### src/rtl/dfifo_pkg.sv
package dfifo_pkg;
   typedef enum logic {XF_RX = 1'b0, XF_TX = 1'b1} xfer_dir_e;

   function automatic bit is_pow2(input int v);
      return (v > 0) && ((v & (v - 1)) == 0);
   endfunction
endpackage

### src/rtl/dfifo_pingpong.sv
module dfifo_pingpong #(
   parameter int DW   = 8,
   parameter int HALF = 32
) (
   input  logic          clk,
   input  logic          rst_n,
   input  logic          clr,
   input  logic          push,
   input  logic [DW-1:0] push_data,
   input  logic          push_last,
   input  logic          seal,
   output logic          in_room,
   output logic          in_free,
   output logic          out_valid,
   output logic [DW-1:0] out_data,
   input  logic          pop
);
   localparam int PW = $clog2(HALF);
   localparam int CW = PW + 1;

   logic [1:0][CW-1:0] cnt_v;
   logic [1:0]         shut_v;
   logic [1:0]         close_v;
   logic [1:0]         free_v;
   logic               wsel, rsel;
   logic [PW-1:0]      rptr;
   logic [DW-1:0]      mem [2][HALF];

   generate
      for (genvar h = 0; h < 2; h++) begin : g_half
         logic [CW-1:0] cnt_r;
         logic          shut_r;
         logic          wr_act, seal_act;

         assign wr_act   = (wsel == h[0]) && push && !shut_r;
         assign seal_act = (wsel == h[0]) && !push && seal && !shut_r && (cnt_r != '0);
         assign close_v[h] = (wr_act && ((cnt_r == CW'(HALF - 1)) || push_last || seal)) || seal_act;
         assign free_v[h]  = (rsel == h[0]) && pop && shut_r && (CW'(rptr) == cnt_r - CW'(1));

         always_ff @(posedge clk or negedge rst_n) begin
            if (!rst_n) begin
               cnt_r  <= '0;
               shut_r <= 1'b0;
            end else if (clr) begin
               cnt_r  <= '0;
               shut_r <= 1'b0;
            end else begin
               if (free_v[h]) begin
                  cnt_r  <= '0;
                  shut_r <= 1'b0;
               end else begin
                  if (wr_act)     cnt_r  <= cnt_r + CW'(1);
                  if (close_v[h]) shut_r <= 1'b1;
               end
            end
         end

         assign cnt_v[h]  = cnt_r;
         assign shut_v[h] = shut_r;
      end
   endgenerate

   always_ff @(posedge clk or negedge rst_n) begin
      if (!rst_n) begin
         wsel <= 1'b0;
         rsel <= 1'b0;
         rptr <= '0;
      end else if (clr) begin
         wsel <= 1'b0;
         rsel <= 1'b0;
         rptr <= '0;
      end else begin
         if (|close_v) wsel <= ~wsel;
         if (|free_v) begin
            rsel <= ~rsel;
            rptr <= '0;
         end else if (pop && shut_v[rsel]) begin
            rptr <= rptr + PW'(1);
         end
      end
   end

   always_ff @(posedge clk) begin
      if (push && !shut_v[wsel]) mem[wsel][cnt_v[wsel][PW-1:0]] <= push_data;
   end

   assign in_room   = !shut_v[wsel];
   assign in_free   = !shut_v[wsel] && (cnt_v[wsel] == '0);
   assign out_valid = shut_v[rsel];
   assign out_data  = mem[rsel][rptr];

   AST_POP_HAS_DATA: assert property (@(posedge clk) disable iff (!rst_n)
      pop |-> out_valid);
   AST_NO_OVERFLOW: assert property (@(posedge clk) disable iff (!rst_n)
      (cnt_v[0] <= CW'(HALF)) && (cnt_v[1] <= CW'(HALF)));
   AST_EMPTY_SEAL_IGNORED: assert property (@(posedge clk) disable iff (!rst_n)
      (seal && !push && !pop && !clr && (cnt_v[wsel] == '0)) |=> (shut_v == $past(shut_v)));
endmodule

### src/rtl/dfifo_xfer_seq.sv
module dfifo_xfer_seq import dfifo_pkg::*; #(
   parameter int LEN_W       = 12,
   parameter int CNT_W       = 16,
   parameter int MAX_BLK_LEN = 2048
) (
   input  logic             clk,
   input  logic             rst_n,
   input  logic             start,
   input  logic             dir_tx_in,
   input  logic [LEN_W-1:0] blk_len,
   input  logic [CNT_W-1:0] blk_cnt,
   input  logic             beat,
   input  logic             host_acc,
   input  logic             data_err,
   output logic             start_ok,
   output logic             busy,
   output xfer_dir_e        dir,
   output logic             last_beat,
   output logic             owed,
   output logic             done_evt,
   output logic             err_evt
);
   localparam int TOT_W = LEN_W + CNT_W;

   logic [LEN_W-1:0] len_q, pos_q;
   logic [CNT_W-1:0] blk_q;
   logic [TOT_W-1:0] owe_q;

   assign start_ok  = start && !busy && (blk_len != '0) &&
                      (blk_len <= LEN_W'(MAX_BLK_LEN)) && (blk_cnt != '0);
   assign last_beat = busy && (pos_q == len_q - LEN_W'(1)) && (blk_q == CNT_W'(1));
   assign owed      = (owe_q != '0);

   always_ff @(posedge clk or negedge rst_n) begin
      if (!rst_n) begin
         busy     <= 1'b0;
         dir      <= XF_RX;
         len_q    <= '0;
         pos_q    <= '0;
         blk_q    <= '0;
         owe_q    <= '0;
         done_evt <= 1'b0;
         err_evt  <= 1'b0;
      end else begin
         done_evt <= 1'b0;
         err_evt  <= 1'b0;
         if (start_ok) begin
            busy  <= 1'b1;
            dir   <= dir_tx_in ? XF_TX : XF_RX;
            len_q <= blk_len;
            pos_q <= '0;
            blk_q <= blk_cnt;
            owe_q <= TOT_W'(blk_len) * TOT_W'(blk_cnt);
         end else if (busy) begin
            if (data_err) begin
               busy    <= 1'b0;
               err_evt <= 1'b1;
            end else if (beat && last_beat) begin
               busy     <= 1'b0;
               done_evt <= 1'b1;
            end
            if (beat) begin
               if (pos_q == len_q - LEN_W'(1)) begin
                  pos_q <= '0;
                  blk_q <= blk_q - CNT_W'(1);
               end else begin
                  pos_q <= pos_q + LEN_W'(1);
               end
            end
            if (host_acc) owe_q <= owe_q - TOT_W'(1);
         end
      end
   end

   AST_DONE_PULSE: assert property (@(posedge clk) disable iff (!rst_n)
      done_evt |=> !done_evt);
   AST_DONE_ENDS_BUSY: assert property (@(posedge clk) disable iff (!rst_n)
      done_evt |-> (!busy && $past(busy)));
   AST_ERR_BLOCKS_DONE: assert property (@(posedge clk) disable iff (!rst_n)
      err_evt |-> !done_evt);
   AST_BAD_START_IDLE: assert property (@(posedge clk) disable iff (!rst_n)
      (start && !busy && (blk_len == '0 || blk_cnt == '0)) |=> !busy);
endmodule

### src/rtl/dfifo_rd_timer.sv
module dfifo_rd_timer #(
   parameter int TMO_W = 16
) (
   input  logic             clk,
   input  logic             rst_n,
   input  logic             load,
   input  logic [TMO_W-1:0] limit,
   input  logic             en,
   input  logic             idle,
   input  logic             hit,
   output logic             flag
);
   logic [TMO_W-1:0] lim_q, cnt_q;

   always_ff @(posedge clk or negedge rst_n) begin
      if (!rst_n) begin
         lim_q <= '0;
         cnt_q <= '0;
         flag  <= 1'b0;
      end else if (load) begin
         lim_q <= limit;
         cnt_q <= '0;
         flag  <= 1'b0;
      end else if (!en || hit) begin
         cnt_q <= '0;
      end else if (idle && (lim_q != '0) && !flag) begin
         if (cnt_q == lim_q - TMO_W'(1)) flag <= 1'b1;
         cnt_q <= cnt_q + TMO_W'(1);
      end
   end

   AST_TMO_RX_ONLY: assert property (@(posedge clk) disable iff (!rst_n)
      $rose(flag) |-> $past(en && idle));
endmodule

### src/rtl/blkdata_fifo.sv
module blkdata_fifo import dfifo_pkg::*; #(
   parameter int DW          = 8,
   parameter int HALF        = 32,
   parameter int LEN_W       = 12,
   parameter int CNT_W       = 16,
   parameter int TMO_W       = 16,
   parameter int MAX_BLK_LEN = 2048
) (
   input  logic             clk,
   input  logic             rst_n,
   input  logic             cfg_start,
   input  logic             cfg_dir_tx,
   input  logic [LEN_W-1:0] cfg_blk_len,
   input  logic [CNT_W-1:0] cfg_blk_cnt,
   input  logic [TMO_W-1:0] cfg_rd_tmo,
   input  logic             host_tx_wr,
   input  logic [DW-1:0]    host_tx_data,
   input  logic             host_flush,
   input  logic             host_rx_rd,
   output logic [DW-1:0]    host_rx_data,
   output logic             eng_tx_valid,
   output logic [DW-1:0]    eng_tx_data,
   input  logic             eng_tx_ready,
   input  logic             eng_rx_valid,
   input  logic [DW-1:0]    eng_rx_data,
   output logic             eng_rx_ready,
   input  logic             eng_data_err,
   output logic             tx_req,
   output logic             rx_req,
   output logic             busy,
   output logic             done_evt,
   output logic             err_evt,
   output logic             rd_tmo_flag
);
   generate
      if (!is_pow2(HALF) || HALF < 2) begin : g_bad_half
         $error("HALF must be a power of two of at least 2");
      end
      if (MAX_BLK_LEN >= (1 << LEN_W)) begin : g_bad_len
         $error("LEN_W too narrow for MAX_BLK_LEN");
      end
   endgenerate

   xfer_dir_e dir;
   logic      start_ok, last_beat, owed, is_tx, is_rx;
   logic      tx_room, tx_free, tx_ov;
   logic      rx_room, rx_free, rx_ov;
   logic      tx_push, tx_pop, rx_push, rx_pop, beat, host_acc;

   assign is_tx    = busy && (dir == XF_TX);
   assign is_rx    = busy && (dir == XF_RX);
   assign tx_push  = is_tx && host_tx_wr && owed;
   assign host_acc = tx_push && tx_room;
   assign eng_tx_valid = is_tx && tx_ov;
   assign tx_pop   = eng_tx_valid && eng_tx_ready;
   assign eng_rx_ready = is_rx && rx_room;
   assign rx_push  = eng_rx_valid && eng_rx_ready;
   assign rx_pop   = host_rx_rd && rx_ov;
   assign beat     = tx_pop || rx_push;
   assign tx_req   = is_tx && tx_free && owed;
   assign rx_req   = rx_ov;

   dfifo_xfer_seq #(.LEN_W(LEN_W), .CNT_W(CNT_W), .MAX_BLK_LEN(MAX_BLK_LEN)) u_seq (
      .clk(clk), .rst_n(rst_n), .start(cfg_start), .dir_tx_in(cfg_dir_tx),
      .blk_len(cfg_blk_len), .blk_cnt(cfg_blk_cnt), .beat(beat), .host_acc(host_acc),
      .data_err(eng_data_err), .start_ok(start_ok), .busy(busy), .dir(dir),
      .last_beat(last_beat), .owed(owed), .done_evt(done_evt), .err_evt(err_evt));

   dfifo_pingpong #(.DW(DW), .HALF(HALF)) u_txbuf (
      .clk(clk), .rst_n(rst_n), .clr(start_ok), .push(tx_push), .push_data(host_tx_data),
      .push_last(1'b0), .seal(is_tx && host_flush), .in_room(tx_room), .in_free(tx_free),
      .out_valid(tx_ov), .out_data(eng_tx_data), .pop(tx_pop));

   dfifo_pingpong #(.DW(DW), .HALF(HALF)) u_rxbuf (
      .clk(clk), .rst_n(rst_n), .clr(start_ok), .push(rx_push), .push_data(eng_rx_data),
      .push_last(last_beat), .seal(1'b0), .in_room(rx_room), .in_free(rx_free),
      .out_valid(rx_ov), .out_data(host_rx_data), .pop(rx_pop));

   dfifo_rd_timer #(.TMO_W(TMO_W)) u_tmo (
      .clk(clk), .rst_n(rst_n), .load(start_ok), .limit(cfg_rd_tmo), .en(is_rx),
      .idle(eng_rx_ready && !eng_rx_valid), .hit(rx_push), .flag(rd_tmo_flag));

   AST_DIR_EXCLUSIVE: assert property (@(posedge clk) disable iff (!rst_n)
      !(eng_tx_valid && eng_rx_ready));
   AST_RXREQ_KEEPS: assert property (@(posedge clk) disable iff (!rst_n)
      (rx_req && !host_rx_rd && !start_ok) |=> rx_req);
   AST_ERR_TIMING: assert property (@(posedge clk) disable iff (!rst_n)
      (busy && eng_data_err && !start_ok) |=> (err_evt && !busy));
endmodule

### config.mk
export PLATFORM = sky130hd
export DESIGN_NAME = blkdata_fifo
export DESIGN_NICKNAME = d
export VERILOG_FILES = /design/src/rtl/dfifo_pkg.sv /design/src/rtl/dfifo_pingpong.sv /design/src/rtl/dfifo_xfer_seq.sv /design/src/rtl/dfifo_rd_timer.sv /design/src/rtl/blkdata_fifo.sv
export SDC_FILE = /design/constraint.sdc
export NUM_CORES = 2
export LEC_CHECK = 0
export ABC_AREA = 1
export BUFFER_PORTS_ARGS = -buffer_cell sky130_fd_sc_hd__buf_2
export CELL_PAD_IN_SITES_DETAIL_PLACEMENT = 1
export CELL_PAD_IN_SITES_GLOBAL_PLACEMENT = 2
export CORE_UTILIZATION = 42
export CTS_CLUSTER_SIZE = 25
export DETAILED_ROUTE_END_ITERATION = 12
export GPL_ROUTABILITY_DRIVEN = 0
export HOLD_SLACK_MARGIN = 0.12
export PLACE_DENSITY_LB_ADDON = 0.1
export SLEW_MARGIN = 20
export SYNTH_ARGS = -nofsm -noshare
export SYNTH_HDL_FRONTEND = slang
export SYNTH_HIERARCHICAL = 1
export SYNTH_SLANG_ARGS = --single-unit
export TNS_END_PERCENT = 30
### constraint.sdc
create_clock -name clk -period 4.1 [get_ports clk]
set_clock_uncertainty 0.2 [all_clocks]
set_input_delay 0.615 -clock clk [delete_from_list [all_inputs] [get_ports clk]]
set_output_delay 0.615 -clock clk [all_outputs]
set_load 0.05 [all_outputs]
-- Yosys cells after proc, flatten, opt, wreduce, memory -nomap -nowiden
Memories as Yosys holds them, arrays and structs flattened.
Cells that the tools add are included.
W data, S select, Z words.
- bits in registers: 147
- bits in latches: 0
- memory bits (writable): 1024
- memory bits (read-only): 0
- input port bits: 70
- output and inout port bits: 24
- logic and storage cells: 286
- memories: 2
- add/subtract/negate cells: 16
- $mul: 1
- divide/modulo/power cells: 0
- $lt $le $gt $ge: 11
- equal/unequal tests: 12
- shift-type cells: 0
- muxes and demuxes: 94
- bitwise gates (word level): 9
- reductions and logical operators: 116
- memories (name ; depth ; width ; rd ports ; clocked after memory_dff ; write ports ; line ; RTL):
    u_rxbuf.mem ; 2 ; 256 ; 1 ; 0 ; 1 ; dfifo_pingpong.sv:27 ; logic [DW-1:0] mem [2][HALF];
    u_txbuf.mem ; 2 ; 256 ; 1 ; 0 ; 1 ; dfifo_pingpong.sv:27 ;
- operators by type and width (operator ; count):
    $mux W256 ; 2
    $mux W16 ; 7
    $mux W28 ; 3
    $mux W6 ; 14
    $bmux W8 S5 ; 2
    $demux W8 S5 ; 2
    $logic_and A1 B1 Y1 ; 61
    $mux W12 ; 4
    $mux W8 ; 6
    $mux W1 ; 46
    $mux W5 ; 8
    $reduce_bool A3 Y1 ; 11
    $reduce_bool A16 Y1 ; 2
    $sub A16 B1 Y16 const B ; 2
    $mul A12 B16 Y28 ; 1
    $reduce_bool A28 Y1 ; 1
    $sub A28 B1 Y28 const B ; 1
    $add A6 B1 Y6 const B ; 4
    $eq A5 B6 Y1 ; 4
    $eq A6 B5 Y1 const B ; 4
    $ge A6 B6 Y1 const B ; 4
    $not A5 Y6 ; 4
    $sub A6 B1 Y6 const B ; 4
    $reduce_bool A2 Y1 ; 10
    20 further kinds ; 52

-- Logic depth before layout (Yosys ltp)
- depth in word-level cells: 12
- gate-level depth with buffers: 26
- gate-level depth less buffers: 24

-- Modules after synthesis
Netlist, hierarchy kept.
- modules (own cells, without submodules) (module ; instances ; cells an instance ; area each (um^2) ; sequential area each (um^2)):
    dfifo_pingpong at u_txbuf ; 1 ; 2051 ; 22885.7 ; 15900.2
    dfifo_pingpong at u_rxbuf ; 1 ; 2071 ; 22874.4 ; 15900.2
    dfifo_xfer_seq ; 1 ; 1710 ; 11695.0 ; 1801.7
    dfifo_rd_timer ; 1 ; 313 ; 2212.1 ; 825.8
    blkdata_fifo ; 1 ; 25 ; 117.6 ; 0.0

-- Worst setup path after synthesis
Ideal clock, no wire load.
- kind: input to register
- from: input cfg_blk_len[6]
- to: register u_seq.owe_q[23]
- library setup time: 77 ps
- arrival time: 5019 ps
- required time: 3823 ps
- slack: -1197 ps
- stages on the path: 19
- path buffers: 2
- path through: clkbuf_1 -> clkbuf_1 -> nand2_1 -> fa_1 -> inv_1 -> fa_1 -> fa_1 -> fa_1 -> inv_1 -> fa_1 -> inv_1 -> ha_1 -> a21oi_1 -> o21ai_0 -> o21ai_0 -> nand3_1 -> nand2_1 -> nand3_1 -> a21oi_1
- cells in the longest elaborated chain, start to end: 6
- elaborated cells on any way between the ends: 10
- those cells by class: mul: 1; order compare: 1; mux: 1; reduce/logical: 7
- RTL lines (element ; line ; RTL):
    from (decl) ; blkdata_fifo.sv:13 ; input logic [LEN_W-1:0] cfg_blk_len,
    branches (longest 6 deep; another with $mul A12 B16 Y28) ; n/a ;
    to (signal assigned) ; dfifo_xfer_seq.sv:53 ; owe_q <= TOT_W'(blk_len) * TOT_W'(blk_cnt);
    to (signal assigned) ; dfifo_xfer_seq.sv:70 ; if (host_acc) owe_q <= owe_q - TOT_W'(1);
    to (decl) ; dfifo_xfer_seq.sv:27 ; logic [TOT_W-1:0] owe_q;
Several ways; the timed one is not identified.
A chain may end at the register's enable or synchronous reset.

-- Final worst setup path
- from: input cfg_blk_len[11]
- to: register u_seq.owe_q[21]
Same word-level chain as after synthesis.

==> flow_summary.json <==
{
  "layout-drive-gt1-share": 0.147,
  "critical_path.reg2reg.startpoint": "u_seq/owe_q[0]",
  "detail_placement_hpwl_um": 120000,
  "worstPathCellList": "buf_12, buf_12, buf_6, nand2_4, inv_2, fa_1, fa_2, fa_2, fa_1, inv_1, fa_1, inv_2, ha_4, nand2_4, inv_2, nand2_4, nor3_2, nand4_1, nand4_1, nand3_1, nand2_1, nand2_1",
  "min_hold_slack_ps": 178,
  "design.die.area_mm2": 0.144,
  "setup_total_neg_slack_ps": -3550,
  "grt_pass1_vias": 46800,
  "grt_util_all_layers": 0.254,
  "timing.final.ws_setup_ps": -317,
  "worst_slew_pin_slew_ps": 1050,
  "critPathKind": "in -> reg",
  "drv_slew": 0,
  "max_buffers_root_to_sink": 3,
  "global_route.overflow_total": 0,
  "dr_total_vias": 44400,
  "period_utilization": 1.08,
  "total_power_mw": 43.0,
  "rsz_0062_raised_after_global_routing": "yes",
  "final_period_minus_worst_setup_slack_ps": 4420,
  "synth-warning-count": 6,
  "failing_checks": "DRC, setup timing",
  "cp.arrival_ps": 4880,
  "rrSetupSlack_ps": 280,
  "floorplan.rows": 138,
  "p_leak_nw": 28.3,
  "cp_slowest_cell": "fa_2",
  "holdCritPathClass": "in -> async",
  "cts_tree": "done",
  "hold_violations": 0,
  "die_x_um": 379,
  "clk-insertion-delay-late_ps": 770,
  "setup_viol": 19,
  "crit_path_max_fanout": 5,
  "clock_tree.htree_level_count": 4,
  "postRouteAntennaNets": 0,
  "slew_headroom": 0.301,
  "layout.cells.most_common": "nand2_1",
  "path_clk_slew_ps": 70,
  "drt_pass1_iterations": 9,
  "outcome": "complete, but fails checks",
  "power_density_mw_per_mm2": 618,
  "cap_viol_max_count": 0,
  "core_area_mm2": 0.141,
  "timing.critical_path.slowest_cell_delay_ps": 620,
  "cts.root.buffer_cell": "clkbuf_16",
  "antenna_found_initial": 1,
  "avgRoutedWirePerCell_um": 21.4,
  "timing.critical_path.from_type": "input port",
  "place.detailed.instances": 8137,
  "reg2reg_to": "u_seq/owe_q[14]",
  "buffer_ports.inserted": 93,
  "cts_buffers": 134,
  "clock_sinks": 1171,
  "via_per_inst": 5.28,
  "drt_iter0_drc": 2765,
  "finalWirelength_um": 180000,
  "place_worst_setup_slack_ps": -1300,
  "synthCells": 6167,
  "critical_path.endpoint_type": "flip-flop",
  "reg2regPathDepth": 17,
  "final_non_filler_cell_total": 8412,
  "most_frequent_cells_in_the_layout": "nand2_1, edfxtp_1, nand3_1",
  "grt_pass1_wl_um": 279000,
  "syn_area_per_cell_um2": 9.69,
  "io-pin-count": 94,
  "fp.dieH_um": 379,
  "post-route-drc-count": 2,
  "max_freq_mhz": 226,
  "required_ps": 4570,
  "syn_area_mm2": 0.0598,
  "floorplan.initialDensity": 0.423,
  "areaGrowthSynthToFinish_pct": 16.5,
  "max-vdd-ir-drop_mv": 0.714,
  "grt_max_degree": 150,
  "finalNetCount": 6709
}
[flip-flops by register name, summed over array words and instances (netlist names), 2 cells and up]
signal / cells
u_rxbuf/g_half.cnt_r: 12
u_tmo/lim_q: 16
u_tmo/cnt_q: 16
u_txbuf/g_half.cnt_r: 12
u_rxbuf/mem: 512
u_seq/pos_q: 12
u_rxbuf/rptr: 5
u_txbuf/g_half.shut_r: 2
u_txbuf/rptr: 5
u_seq/owe_q: 28
u_txbuf/mem: 512
u_seq/blk_q: 16
u_rxbuf/g_half.shut_r: 2
u_seq/len_q: 12
[per-stage QoR]
step	util	instance area [µm²]
after CTS	0.488	69000
after detailed placement	0.451	63800
after floorplan	-	60200
after global routing	0.492	69600
after global placement	0.451	63800
final	0.492	69600
[how the worst max path moves through the flow]
stage,startpoint,end,slack [ps],cells after the start
finish,cfg_blk_len[11],u_seq/owe_q[21],-320,22
global placement,cfg_blk_len[6],u_seq/owe_q[26],-1290,21
global route,cfg_blk_len[11],u_seq/owe_q[25],-460,23
CTS,cfg_blk_len[11],u_seq/owe_q[25],-200,24
floorplan,cfg_blk_len[10],u_seq/owe_q[18],-760,21
detailed placement,cfg_blk_len[3],u_seq/owe_q[26],-1300,21
[where the power goes]
group / switching (mW) / internal (mW)
clock network: 5.02 / 6.88
logic: 10.7 / 6.64
registers: 0.465 / 13.3
total: 16.2 / 26.8
[critical path: cells and delay by family]
kind | cells | cell delay [ps]
adders and majority gates | 6 | 2860
buffers and inverters | 7 | 570
and+or+nand+nor | 9 | 850
[layer usage]
metal / GRT usage / part of all wire / wire length (µm)
met1: 0.348 / 0.46 / 82500
met2: 0.428 / 0.49 / 87800
met3: 0.0282 / 0.034 / 6110
met4: 0.0622 / 0.020 / 3620
met5: 0 / 0 / 0
[layout make-up]
class                           instances  area (µm²)
Antenna cell                            1        2.50
Clock buffer                          173        3580
Clock inverter                         73         773
Fill cell                           15600       71800
Inverter                              501        1950
Multi-Input combinational cell       4179       22700
Sequential cell                      1171       34400
Tap cell                             1890        2360
Timing Repair Buffer                  424        3770
[repair_timing]
action | CTS | global route
endpoints found under the setup margin | 36 | 36
gates resized for setup | 169 | 148
pin swaps | 44 | 78
buffers inserted | 5 | 2
hold buffers | 22 | 0
cloned | 0 | 0
endpoints found under the hold margin | 65 | 0
Note: power is estimated with default switching activity, not from simulation.
